<file path="src/rtl/uart_stat_pkg.sv">
package uart_stat_pkg;
  localparam int unsigned STAT_W = 8;

  localparam int unsigned B_IRQ  = 7;
  localparam int unsigned B_DSR  = 6;
  localparam int unsigned B_DCD  = 5;
  localparam int unsigned B_TXE  = 4;
  localparam int unsigned B_RXF  = 3;
  localparam int unsigned B_OVR  = 2;
  localparam int unsigned B_FE   = 1;
  localparam int unsigned B_PE   = 0;

  localparam logic [1:0] TX_IRQ_ON = 2'b01;

  typedef struct packed {
    logic full;
    logic ovr;
    logic fe;
    logic pe;
  } rx_flags_t;
endpackage

</file>
<file path="src/rtl/ust_modem_watch.sv">
module ust_modem_watch #(
  parameter int unsigned N_LINES = 2
) (
  input  logic               clk_i,
  input  logic               rst_ni,
  input  logic [N_LINES-1:0] lines_i,
  input  logic               ack_i,
  output logic               pend_o
);
  logic               armed_q;
  logic [N_LINES-1:0] prev_q;
  logic [N_LINES-1:0] chg;
  logic               any_chg;
  logic               pend_q;

  always_ff @(posedge clk_i or negedge rst_ni) begin
    if (!rst_ni) armed_q <= 1'b0;
    else         armed_q <= 1'b1;
  end

  for (genvar g = 0; g < N_LINES; g++) begin : g_line
    always_ff @(posedge clk_i or negedge rst_ni) begin
      if (!rst_ni) prev_q[g] <= 1'b0;
      else         prev_q[g] <= lines_i[g];
    end
    assign chg[g] = armed_q && (lines_i[g] != prev_q[g]);
  end

  assign any_chg = |chg;

  // a fresh change beats the acknowledge
  always_ff @(posedge clk_i or negedge rst_ni) begin
    if (!rst_ni)      pend_q <= 1'b0;
    else if (any_chg) pend_q <= 1'b1;
    else if (ack_i)   pend_q <= 1'b0;
  end

  assign pend_o = pend_q;


  chg_pend_chk: assert property (@(posedge clk_i) disable iff (!rst_ni)
    any_chg |=> pend_o);


  ack_clr_chk: assert property (@(posedge clk_i) disable iff (!rst_ni)
    (ack_i && !any_chg) |=> !pend_o);
endmodule

</file>
<file path="src/rtl/ust_rx_flags.sv">
module ust_rx_flags
  import uart_stat_pkg::*;
(
  input  logic      clk_i,
  input  logic      rst_ni,
  input  logic      load_i,
  input  logic      fe_i,
  input  logic      pe_i,
  input  logic      data_rd_i,
  input  logic      prog_rst_i,
  output rx_flags_t flags_o
);
  rx_flags_t q, d;

  always_comb begin
    d = q;
    if (data_rd_i) begin
      d = '0;
    end
    if (load_i) begin
      if (d.full) begin
        d.ovr = 1'b1;
      end else begin
        d.full = 1'b1;
        d.fe   = fe_i;
        d.pe   = pe_i;
      end
    end
    if (prog_rst_i) d.ovr = 1'b0;
  end

  always_ff @(posedge clk_i or negedge rst_ni) begin
    if (!rst_ni) q <= '0;
    else         q <= d;
  end

  assign flags_o = q;


  rd_clr_chk: assert property (@(posedge clk_i) disable iff (!rst_ni)
    (data_rd_i && !load_i) |=> (flags_o == '0));


  ovr_set_chk: assert property (@(posedge clk_i) disable iff (!rst_ni)
    (load_i && flags_o.full && !data_rd_i && !prog_rst_i) |=> (flags_o.ovr && flags_o.full));


  ovr_keep_chk: assert property (@(posedge clk_i) disable iff (!rst_ni)
    (load_i && flags_o.full && !data_rd_i) |=> ($stable(flags_o.fe) && $stable(flags_o.pe)));


  prst_clr_chk: assert property (@(posedge clk_i) disable iff (!rst_ni)
    prog_rst_i |=> !flags_o.ovr);
endmodule

</file>
<file path="src/rtl/ust_tx_flag.sv">
module ust_tx_flag (
  input  logic clk_i,
  input  logic rst_ni,
  input  logic xfer_i,
  input  logic data_wr_i,
  output logic empty_o
);
  logic empty_q;

  // a host write refills the holding register after the transfer
  always_ff @(posedge clk_i or negedge rst_ni) begin
    if (!rst_ni)        empty_q <= 1'b1;
    else if (data_wr_i) empty_q <= 1'b0;
    else if (xfer_i)    empty_q <= 1'b1;
  end

  assign empty_o = empty_q;


  wr_clr_chk: assert property (@(posedge clk_i) disable iff (!rst_ni)
    data_wr_i |=> !empty_o);


  xfer_set_chk: assert property (@(posedge clk_i) disable iff (!rst_ni)
    (xfer_i && !data_wr_i) |=> empty_o);
endmodule

</file>
<file path="src/rtl/ust_irq_ctrl.sv">
module ust_irq_ctrl
  import uart_stat_pkg::*;
(
  input  logic       clk_i,
  input  logic       rst_ni,
  input  logic       pend_i,
  input  logic       full_i,
  input  logic       empty_i,
  input  logic       rx_en_i,
  input  logic [1:0] tx_mode_i,
  output logic       irq_o
);
  logic rx_src, tx_src;

  assign rx_src = full_i && rx_en_i;
  assign tx_src = empty_i && (tx_mode_i == TX_IRQ_ON);
  assign irq_o  = pend_i || rx_src || tx_src;


  tx_mask_chk: assert property (@(posedge clk_i) disable iff (!rst_ni)
    (tx_mode_i != TX_IRQ_ON && !pend_i && !rx_src) |-> !irq_o);


  rx_mask_chk: assert property (@(posedge clk_i) disable iff (!rst_ni)
    (!rx_en_i && !pend_i && !tx_src) |-> !irq_o);
endmodule

</file>
<file path="src/rtl/uart_stat_irq.sv">
module uart_stat_irq
  import uart_stat_pkg::*;
#(
  parameter int unsigned     ADDR_W    = 2,
  parameter logic [ADDR_W-1:0] DATA_ADDR = 'd0,
  parameter logic [ADDR_W-1:0] STAT_ADDR = 'd1
) (
  input  logic              clk_i,
  input  logic              rst_ni,
  input  logic              prog_rst_i,
  input  logic              sel_i,
  input  logic              we_i,
  input  logic [ADDR_W-1:0] addr_i,
  input  logic              dsr_n_i,
  input  logic              dcd_n_i,
  input  logic              rx_load_i,
  input  logic              fe_i,
  input  logic              pe_i,
  input  logic              tx_xfer_i,
  input  logic              rx_irq_en_i,
  input  logic [1:0]        tx_irq_mode_i,
  output logic [STAT_W-1:0] status_o,
  output logic [STAT_W-1:0] rdata_o,
  output logic              irq_n_o
);
  localparam int unsigned N_MODEM = 2;

  logic      data_rd, data_wr, stat_rd;
  logic      pend, empty, irq;
  rx_flags_t rxf;

  assign data_rd = sel_i && !we_i && (addr_i == DATA_ADDR);
  assign data_wr = sel_i &&  we_i && (addr_i == DATA_ADDR);
  assign stat_rd = sel_i && !we_i && (addr_i == STAT_ADDR);

  ust_modem_watch #(.N_LINES(N_MODEM)) u_modem (
    .clk_i   (clk_i),
    .rst_ni  (rst_ni),
    .lines_i ({dsr_n_i, dcd_n_i}),
    .ack_i   (stat_rd),
    .pend_o  (pend)
  );

  ust_rx_flags u_rx (
    .clk_i      (clk_i),
    .rst_ni     (rst_ni),
    .load_i     (rx_load_i),
    .fe_i       (fe_i),
    .pe_i       (pe_i),
    .data_rd_i  (data_rd),
    .prog_rst_i (prog_rst_i),
    .flags_o    (rxf)
  );

  ust_tx_flag u_tx (
    .clk_i     (clk_i),
    .rst_ni    (rst_ni),
    .xfer_i    (tx_xfer_i),
    .data_wr_i (data_wr),
    .empty_o   (empty)
  );

  ust_irq_ctrl u_irq (
    .clk_i     (clk_i),
    .rst_ni    (rst_ni),
    .pend_i    (pend),
    .full_i    (rxf.full),
    .empty_i   (empty),
    .rx_en_i   (rx_irq_en_i),
    .tx_mode_i (tx_irq_mode_i),
    .irq_o     (irq)
  );

  always_comb begin
    status_o        = '0;
    status_o[B_IRQ] = irq;
    status_o[B_DSR] = dsr_n_i;
    status_o[B_DCD] = dcd_n_i;
    status_o[B_TXE] = empty;
    status_o[B_RXF] = rxf.full;
    status_o[B_OVR] = rxf.ovr;
    status_o[B_FE]  = rxf.fe;
    status_o[B_PE]  = rxf.pe;
  end

  assign rdata_o = stat_rd ? status_o : '0;
  assign irq_n_o = ~irq;


  err_no_irq_chk: assert property (@(posedge clk_i) disable iff (!rst_ni)
    (!pend && !rx_irq_en_i && tx_irq_mode_i != TX_IRQ_ON && |status_o[B_OVR:B_PE])
      |-> irq_n_o);


  prst_keep_chk: assert property (@(posedge clk_i) disable iff (!rst_ni)
    (prog_rst_i && !rx_load_i && !data_rd && !data_wr && !tx_xfer_i)
      |=> ($stable(status_o[B_TXE:B_RXF]) && $stable(status_o[B_FE:B_PE])));
endmodule

</file>
<file path="config.mk">
export PLATFORM = sky130hd
export DESIGN_NAME = uart_stat_irq
export DESIGN_NICKNAME = d
export VERILOG_FILES = /design/src/rtl/uart_stat_pkg.sv /design/src/rtl/ust_modem_watch.sv /design/src/rtl/ust_rx_flags.sv /design/src/rtl/ust_tx_flag.sv /design/src/rtl/ust_irq_ctrl.sv /design/src/rtl/uart_stat_irq.sv
export SDC_FILE = /design/constraint.sdc
export NUM_CORES = 1
export LEC_CHECK = 0
export ABC_CLOCK_PERIOD_IN_PS = 1500
export CORE_AREA = 2 2 39 41
export DETAILED_ROUTE_END_ITERATION = 6
export DIE_AREA = 0 0 41 43
export DONT_BUFFER_PORTS = 1
export PLACE_DENSITY = 0.49
export SLEW_MARGIN = 5
export SYNTH_ARGS = -nofsm -noshare
export SYNTH_HDL_FRONTEND = slang
export SYNTH_SLANG_ARGS = --single-unit
export TNS_END_PERCENT = 1
</file>
<file path="constraint.sdc">
create_clock -name clk_i -period 1.5 [get_ports clk_i]
set_input_delay 0.225 -clock clk_i [delete_from_list [all_inputs] [get_ports clk_i]]
set_output_delay 0.225 -clock clk_i [all_outputs]
set_load 0.01 [all_outputs]
</file>
== Yosys cells after proc, flatten, opt, wreduce, memory -nomap -nowiden ==
Cells that the tools add are included.

* Output and inout port bits: 17
* Register bits: 9
* Input bits: 16

* Reductions and logical operators: 16
* Equal/unequal tests: 4
* Bitwise operators: 1
* Multiplexer cells: 10

{| class="wikitable"
|+ Operators with widths
! kind !! number
|-
| $logic_and A1 B1 Y1 || 9
|-
| $mux W4 || 2
|-
| $mux W8 || 1
|-
| $mux W1 || 6
|-
| $eq A2 B1 Y1 const B || 2
|-
| $reduce_bool A2 Y1 || 2
|-
| $logic_not A2 Y1 || 1
|-
| $logic_or A1 B1 Y1 || 2
|-
| $mux W2 || 1
|-
| $ne A1 B1 Y1 || 2
|-
| $reduce_or A2 Y1 || 1
|-
| $logic_not A1 Y1 || 1
|-
| $not A1 Y1 || 1
|}

== Depth between registers and ports, before layout ==
Gate-level depths: netlist of the first run.

* Word-level depth: 7
* Mapped depth: 4
* Mapped depth without buffers: 3

== Modules after synthesis ==
Synthesis of the first run repeated with hierarchy kept, for this count alone.

* Cells, all modules: 48
* Area, all modules: 479.2 µm²

{| class="wikitable"
|+ By module, submodules not included
! module !! cells each !! times used !! seq. area each (µm²) !! area an instance (µm²)
|-
| ust_rx_flags || 15 || 1 || 100.1 || 171.4
|-
| ust_modem_watch || 10 || 1 || 100.1 || 135.1
|-
| uart_stat_irq || 18 || 1 || 0.0 || 118.9
|-
| ust_tx_flag || 2 || 1 || 26.3 || 36.3
|-
| ust_irq_ctrl || 3 || 1 || 0.0 || 17.5
|}

== Worst setup path before layout of the first run ==
OpenSTA, ideal clock, no wires.

* Kind: register to output
* Start: register u_tx.empty_q, in the netlist u_tx.empty_o
* End: output status_o[7]
* Required time: 1.275 ns
* Stages on the path, launching flop included: 5
* Arrival time: 1.049 ns
* Path slack: 0.226 ns
* Cell sequence: dfstp_2 > nor2b_1 > a221oi_2 > inv_1 > buf_4

* Word-level cells in the longest chain between the ends: 2

{| class="wikitable"
|+ RTL lines
! item !! line !! RTL
|-
| start: declaration || ust_tx_flag.sv:8 || <nowiki>logic empty_q;</nowiki>
|-
| start signal: assignment || ust_tx_flag.sv:12 || <nowiki>if (!rst_ni) empty_q <= 1'b1;</nowiki>
|-
| start signal: assignment || ust_tx_flag.sv:13 || <nowiki>else if (data_wr_i) empty_q <= 1'b0;</nowiki>
|-
| start signal: assignment || ust_tx_flag.sv:14 || <nowiki>else if (xfer_i) empty_q <= 1'b1;</nowiki>
|-
| $logic_and A1 B1 Y1 || ust_irq_ctrl.sv:16 || <nowiki>assign tx_src = empty_i && (tx_mode_i == TX_IRQ_ON);</nowiki>
|-
| $logic_or A1 B1 Y1 || ust_irq_ctrl.sv:17 || <nowiki>assign irq_o = pend_i || rx_src || tx_src;</nowiki>
|-
| end: declaration || uart_stat_irq.sv:22 || <nowiki>output logic [STAT_W-1:0] status_o,</nowiki>
|}

Every way passes these cells.

== Worst setup path in the final report of the first run ==
* Start: register u_tx.empty_q, in the netlist u_tx.empty_o
* End: output rdata_o[7]

* Word-level cells in the longest chain between the ends: 3

{| class="wikitable"
|+ RTL lines
! item !! line !! RTL
|-
| $logic_and A1 B1 Y1 || ust_irq_ctrl.sv:16 ||
|-
| $logic_or A1 B1 Y1 || ust_irq_ctrl.sv:17 ||
|-
| $mux W8 || uart_stat_irq.sv:86 || <nowiki>assign rdata_o = stat_rd ? status_o : '0;</nowiki>
|-
| end: declaration || uart_stat_irq.sv:23 || <nowiki>output logic [STAT_W-1:0] rdata_o,</nowiki>
|}

Every way passes these cells.

==> results of run 1 <==
==> critical path, stage by stage, from the launching register on <==
cell	delay [ns]
dfstp_2	0.58
nor2b_4	0.17
a221oi_4	0.09
nor2b_2	0.18
==> through the flow <==
step | hold slack (ns) | instance area [µm²] | setup WS, ns | total power [µW] | setup TNS [ns]
after floorplan | -0.0706 | 488 | 0.226 | 340 | 0
after global placement | -0.0704 | 478 | 0.211 | 338 | 0
after detailed placement | -0.0704 | 478 | 0.185 | 343 | 0
after CTS | 0.0323 | 556 | -0.00568 | 541 | -0.00568
after global routing | 0.0192 | 556 | -0.0832 | 567 | -0.118
final | 0.0409 | 556 | 0.00961 | 531 | 0
==> sequential cells by signal, summed over array words and instances (netlist names) <==
signal           cells
u_rx.flags_o         4
u_modem.prev_q       2
u_modem.armed_q      1
u_modem.pend_o       1
u_tx.empty_o         1
==> cells by family after synthesis <==
family                 count (synthesis)  synth area share (%)
AND/OR/NAND/NOR                       17                  27.9
buffers and inverters                  8                  10.0
flip-flops                             9                  46.4
XOR/XNOR                               2                  3.59
AO/OA/AOI/OAI                          7                  11.3
other                                  1                 0.768
==> per-layer routing <==
layer	global-route usage [%]	vias to the layer above	wire, µm
li1	-	150	-
met2	19.1	20	508
met1	12.0	163	339
met3	6.81	0	89
met4	6.00	0	0
met5	0	-	0
==> where the power goes <==
part / total [µW] / switching [µW] / internal, µW
clock: 178 / 76.4 / 102
sequential: 291 / 25.2 / 266
combinational: 61.1 / 26.4 / 34.8
total: 531 / 128 / 403
==> final timing paths <==
check                                           from                           to  cells after the start
setup / recovery            u_tx.empty_o$_DFFE_PN1P_                   rdata_o[7]                      3
hold / removal                            prog_rst_i    u_rx.flags_o[2]$_DFF_PN0_                      1
setup reg to reg           u_rx.flags_o[3]$_DFF_PN0_    u_rx.flags_o[1]$_DFF_PN0_                      4
hold reg to reg            u_modem.armed_q$_DFF_PN0_   u_modem.pend_o$_DFFE_PN0P_                      2
max in group asynchronous                     rst_ni     u_tx.empty_o$_DFFE_PN1P_                      1
min in group asynchronous                     rst_ni  u_modem.prev_q[1]$_DFF_PN0_                      1
==> layout by cell type (no fill, tap or decap) <==
cell type,netlist,final
a21oi_1,2,2
a221oi_4,0,1
a32o_1,2,2
and2_1,7,7
and4bb_2,1,1
and4bb_4,1,1
buf_4,5,1
clkbuf_1,0,1
clkbuf_4,0,3
conb_1,1,1
dfrtp_1,8,8
dfstp_2,1,1
dlygate4sd3_1,0,3
inv_1,3,3
nand2b_1,1,1
nand2b_2,1,1
nor2_1,2,2
nor2b_2,0,1
nor2b_4,0,1
nor3_1,1,1
nor4b_4,1,1
o21ai_0,1,1
o21ai_1,1,1
xor2_1,2,2
==> layout make-up <==
type / instances / area share (%)
clock buffer: 4 / 4.73
inverter: 3 / 2.03
multi-input combinational: 27 / 42.1
sequential: 9 / 40.8
tap: 16 / 3.60
timing repair buffer: 4 / 6.76
==> timing repair <==
| action | 4_1_cts | 5_1_grt |
|---|---|---|
| hold buffers | 3 | 0 |
| buffers inserted | 0 | 0 |
| gates resized for setup | 4 | 0 |
| hold endpoints to repair | 11 | 0 |
| setup endpoints to repair | 2 | 2 |
| pin swaps | 1 | 0 |
==> flow_metrics.env, run 1 <==
export IMPL_synth_avg_cell_area_um2=11.1
export IMPL_via_count=333
export IMPL_worstPathMaxFanout=4
export IMPL_dp_hpwl_um=786
export IMPL_via_per_inst=5.29
export IMPL_finClkSkew_ns=0.000480
export IMPL_setup_viol=0
export IMPL_hold_viol_final=0
export IMPL_clkTransAtPathRegs_ns=0.06
export IMPL_reg2reg_slack_ns=0.46
export IMPL_cts_tree="built"
export IMPL_arrival_ns=1.27
export IMPL_rows=14
export IMPL_drtAntennaViolNets=0
export IMPL_ys_top_cells_by_count="8 x dfrtp_1, 7 x and2_1, 5 x buf_4, 3 x inv_1"
export IMPL_dr_pass1_iters=3
export IMPL_ir_drop_uv=370
export IMPL_final_core_util_pct=40.1
export IMPL_critPathCaptureType="output pin"
export IMPL_seq_area_um2=226
export IMPL_synth_top_cell_area_share_pct=41.0
export IMPL_power_density_mw_per_mm2=956
export IMPL_dieArea_mm2=0.00176
export IMPL_grt_max_degree=10
export IMPL_multi_input_area_um2=234
export IMPL_wl_per_cell_um=14.9
export IMPL_synth_area_leaders="dfrtp_1 41%, and2_1 9.0%, buf_4 7.7%, dfstp_2 5.4%, nor4b_4 4.9%"
export IMPL_wl_um=937
export IMPL_post_route_min_period_ns=1.49
export IMPL_critical_path_class="reg2out"
export IMPL_grt_overflow_total=0
export IMPL_io_buffers=0
export IMPL_syn_inst=44
export IMPL_leakage_uw=0.000241
export IMPL_start_kind="flip-flop"
export IMPL_area_growth_pct=13.8
export IMPL_slew_viol_final=0
export IMPL_drt_initial_drc_count=6
export IMPL_ys_types=20
export IMPL_final_cells=63
export IMPL_yosysMostFrequentCell="dfrtp_1"
export IMPL_yosys_most_used_dff="dfrtp_1"
export IMPL_maxCapViolCount=0
export IMPL_status="finished, final reports clean"
export IMPL_fmax_mhz=671
export IMPL_synthesis_area_um2=488
export IMPL_boundaryPins=33
export IMPL_yosysSeqAreaShare_pct=46.4
export IMPL_synth_top_area_cell="dfrtp_1"
export IMPL_cts_root_buf="clkbuf_4"
export IMPL_die_y_um=43
export IMPL_die_w_um=41
export IMPL_rsz0062_at_grt="yes"
export IMPL_drc=0
export IMPL_synth_warning_count=0
export IMPL_initial_core_util_pct=35.3
export IMPL_fillCellCount=137
export IMPL_gp_congestion=0.552
export IMPL_drive_gt1_share_pct=25.5
export IMPL_diodes=0
export IMPL_async_flop_share_pct=100
export IMPL_syn_nets=60
export IMPL_synth_edf_count=0
export IMPL_grt_pass1_vias=340
export IMPL_grt_pass1_wl_um=1350
export IMPL_cp_required_ns=1.27
export IMPL_numCtsBuffers=3
export IMPL_cts_num_sinks=9
export IMPL_htreeDepth=1
export IMPL_synth_seq_cells=9
export IMPL_dp_cells=56
export IMPL_final_nets=64
export IMPL_min_path_type="in2reg"
export IMPL_antenna_found_initial=0
export IMPL_grt_use_total_pct=12.1
export IMPL_core_area_mm2=0.00138
export IMPL_period_share_pct=99.4
export IMPL_insertion_delay_ns=0.25
export IMPL_cts_buffer_depth=2
Note: power is estimated with default switching activity, not from simulation.
==> run 2, diff against run 1 <==
Settings changed: SETUP_SLACK_MARGIN set to 0.3.
==> flow_metrics.env, run 2 (synthesized netlist as in run 1, its figures left out) <==
export IMPL_setup_viol=0
export IMPL_reg2reg_slack_ns=0.54
export IMPL_min_path_type="in2reg"
export IMPL_grt_pass1_vias=285
export IMPL_maxCapViolCount=0
export IMPL_fillCellCount=143
export IMPL_power_density_mw_per_mm2=974
export IMPL_reg2reg_depth=3
export IMPL_wl_per_cell_um=14.4
export IMPL_stdcell_area_um2=552
export IMPL_timing_rr_start="u_rx.flags_o[3]$_DFF_PN0_"
export IMPL_crit_path_top_delay_cell="dfstp_2"
export IMPL_drt_initial_drc_count=2
export IMPL_via_count=324
export IMPL_insertion_delay_ns=0.25
export IMPL_hold_viol_final=0
export IMPL_diodes=0
export IMPL_hold_start="prog_rst_i"
export IMPL_cts_tree="built"
export IMPL_drive_gt1_share_pct=30.4
export IMPL_clkTransAtPathRegs_ns=0.07
export IMPL_place_ws_ns=0.241
export IMPL_post_route_min_period_ns=1.49
export IMPL_ir_drop_uv=368
export IMPL_drtAntennaViolNets=0
export IMPL_htreeDepth=1
export IMPL_grt_pass1_wl_um=1170
export IMPL_boundaryPins=33
export IMPL_crit_path_cell_trace="nor2b_4 > a221oi_4 > nor2b_2"
export IMPL_grt_max_degree=10
export IMPL_cts_num_sinks=9
export IMPL_gp_congestion=0.586
export IMPL_wl_um=890
export IMPL_dieArea_mm2=0.00176
export IMPL_worstPathMaxFanout=4
export IMPL_hold_end="u_rx.flags_o[2]$_DFF_PN0_"
export IMPL_leakage_uw=0.000239
export IMPL_arrival_ns=1.27
export IMPL_period_share_pct=99.4
export IMPL_area_growth_pct=13.1
export IMPL_dr_pass1_iters=3
export IMPL_reg2reg_to="u_rx.flags_o[1]$_DFF_PN0_"
export IMPL_final_cell_mix="7 x dfrtp_1, 6 x and2_1, 3 x clkbuf_4, 3 x dlygate4sd3_1"
export IMPL_cts_root_buf="clkbuf_4"
export IMPL_start_kind="flip-flop"
export IMPL_cp_required_ns=1.27
export IMPL_finClkSkew_ns=0.000120
export IMPL_fmax_mhz=671
export IMPL_antenna_found_initial=0
export IMPL_drc=0
export IMPL_max_stage_delay_ns=0.58
export IMPL_placed_cell_area_um2=490
export IMPL_holdPathStages=1
export IMPL_initial_core_util_pct=35.3
export IMPL_cts_buffer_depth=2
export IMPL_die_y_um=43
export IMPL_via_per_inst=5.23
export IMPL_status="finished, final reports clean"
export IMPL_core_area_mm2=0.00138
export IMPL_grt_overflow_total=0
export IMPL_numCtsBuffers=3
export IMPL_critical_path_class="reg2out"
export IMPL_final_common_cell="dfrtp_1"
export IMPL_grt_use_total_pct=9.78
export IMPL_die_w_um=41
export IMPL_setup_ws_ns=0.00865
export IMPL_critPathCaptureType="output pin"
export IMPL_io_buffers=0
export IMPL_final_nets=63
export IMPL_largest_register_ffs=4
export IMPL_rsz0062_at_grt="yes"
export IMPL_rows=14
export IMPL_slew_viol_final=0
## run 2: cell types whose count changed in the layout (fill, tap and decap cells not counted)
| cell | previous run | this run |
|---|---|---|
| and2_1 | 7 | 6 |
| and2_4 | 0 | 1 |
| buf_4 | 1 | 0 |
| dfrtp_1 | 8 | 7 |
| dfrtp_2 | 0 | 1 |
| inv_1 | 3 | 2 |
| inv_2 | 0 | 1 |
## run 2: layout make-up
type,count,area (µm²),share of cell area [%]
tap,16,20.0,3.63
timing repair buffer,3,30.0,5.44
inverter,3,11.3,2.04
clock buffer,4,26.3,4.76
sequential,9,228,41.3
multi-input combinational,27,236,42.9
## run 2: per-layer routing
metal | up-vias | routed length [µm] | track usage, % | part of all wire (%)
li1 | 146 | - | - | -
met1 | 160 | 348 | 9.76 | 39
met2 | 18 | 441 | 16.3 | 50
met3 | 0 | 100 | 6.28 | 11
met4 | 0 | 0 | 2.00 | 0
met5 | - | 0 | 0 | 0
## run 2: stage by stage
step / util (%) / hold slack [ns] / total power (µW) / TNS, ns / std cells
finish: 39.9 / 0.0384 / 538 / 0 / 62
detailed placement: 35.4 / -0.0704 / 345 / 0 / 55
floorplan: - / -0.0706 / 346 / 0 / 44
CTS: 39.9 / 0.0348 / 539 / -0.00253 / 62
global route: 39.9 / 0.0217 / 563 / -0.0914 / 62
global placement: 35.4 / -0.0704 / 342 / 0 / 55
## run 2: what timing repair did
action / CTS / global route
pin swaps: 1 / 0
setup buffers: 0 / 0
resized for setup: 3 / 0
hold buffers: 3 / 0
gates cloned: 0 / 0
endpoints found under the hold margin: 11 / 0
endpoints found under the setup margin: 4 / 5
## run 2: where the power goes
part           switching [µW]  internal (µW)  total (µW)
clock                    84.0            102         186
sequential               26.0            266         292
combinational            24.9           34.3        59.2
total                     135            403         538
## run 2: worst max-delay path, delay by kind of cell (launching register included)
kind	cells	cell delay (ns)
compound gates	1	0.09
flops	1	0.58
simple gates	2	0.34
## run 2: worst max-delay path by stage
| stage | start | endpoint | slack [ns] | cells past startpoint |
|---|---|---|---|---|
| after global routing | u_tx.empty_o$_DFFE_PN1P_ | rdata_o[7] | -0.06 | 3 |
| after CTS | u_rx.flags_o[3]$_DFF_PN0_ | rdata_o[7] | -0.003 | 2 |
| final | u_tx.empty_o$_DFFE_PN1P_ | rdata_o[7] | 0.009 | 3 |
| after floorplan | u_rx.flags_o[3]$_DFF_PN0_ | status_o[7] | 0.30 | 3 |
| after global placement | u_tx.empty_o$_DFFE_PN1P_ | rdata_o[7] | 0.24 | 3 |
| after detailed placement | u_tx.empty_o$_DFFE_PN1P_ | rdata_o[7] | 0.24 | 3 |
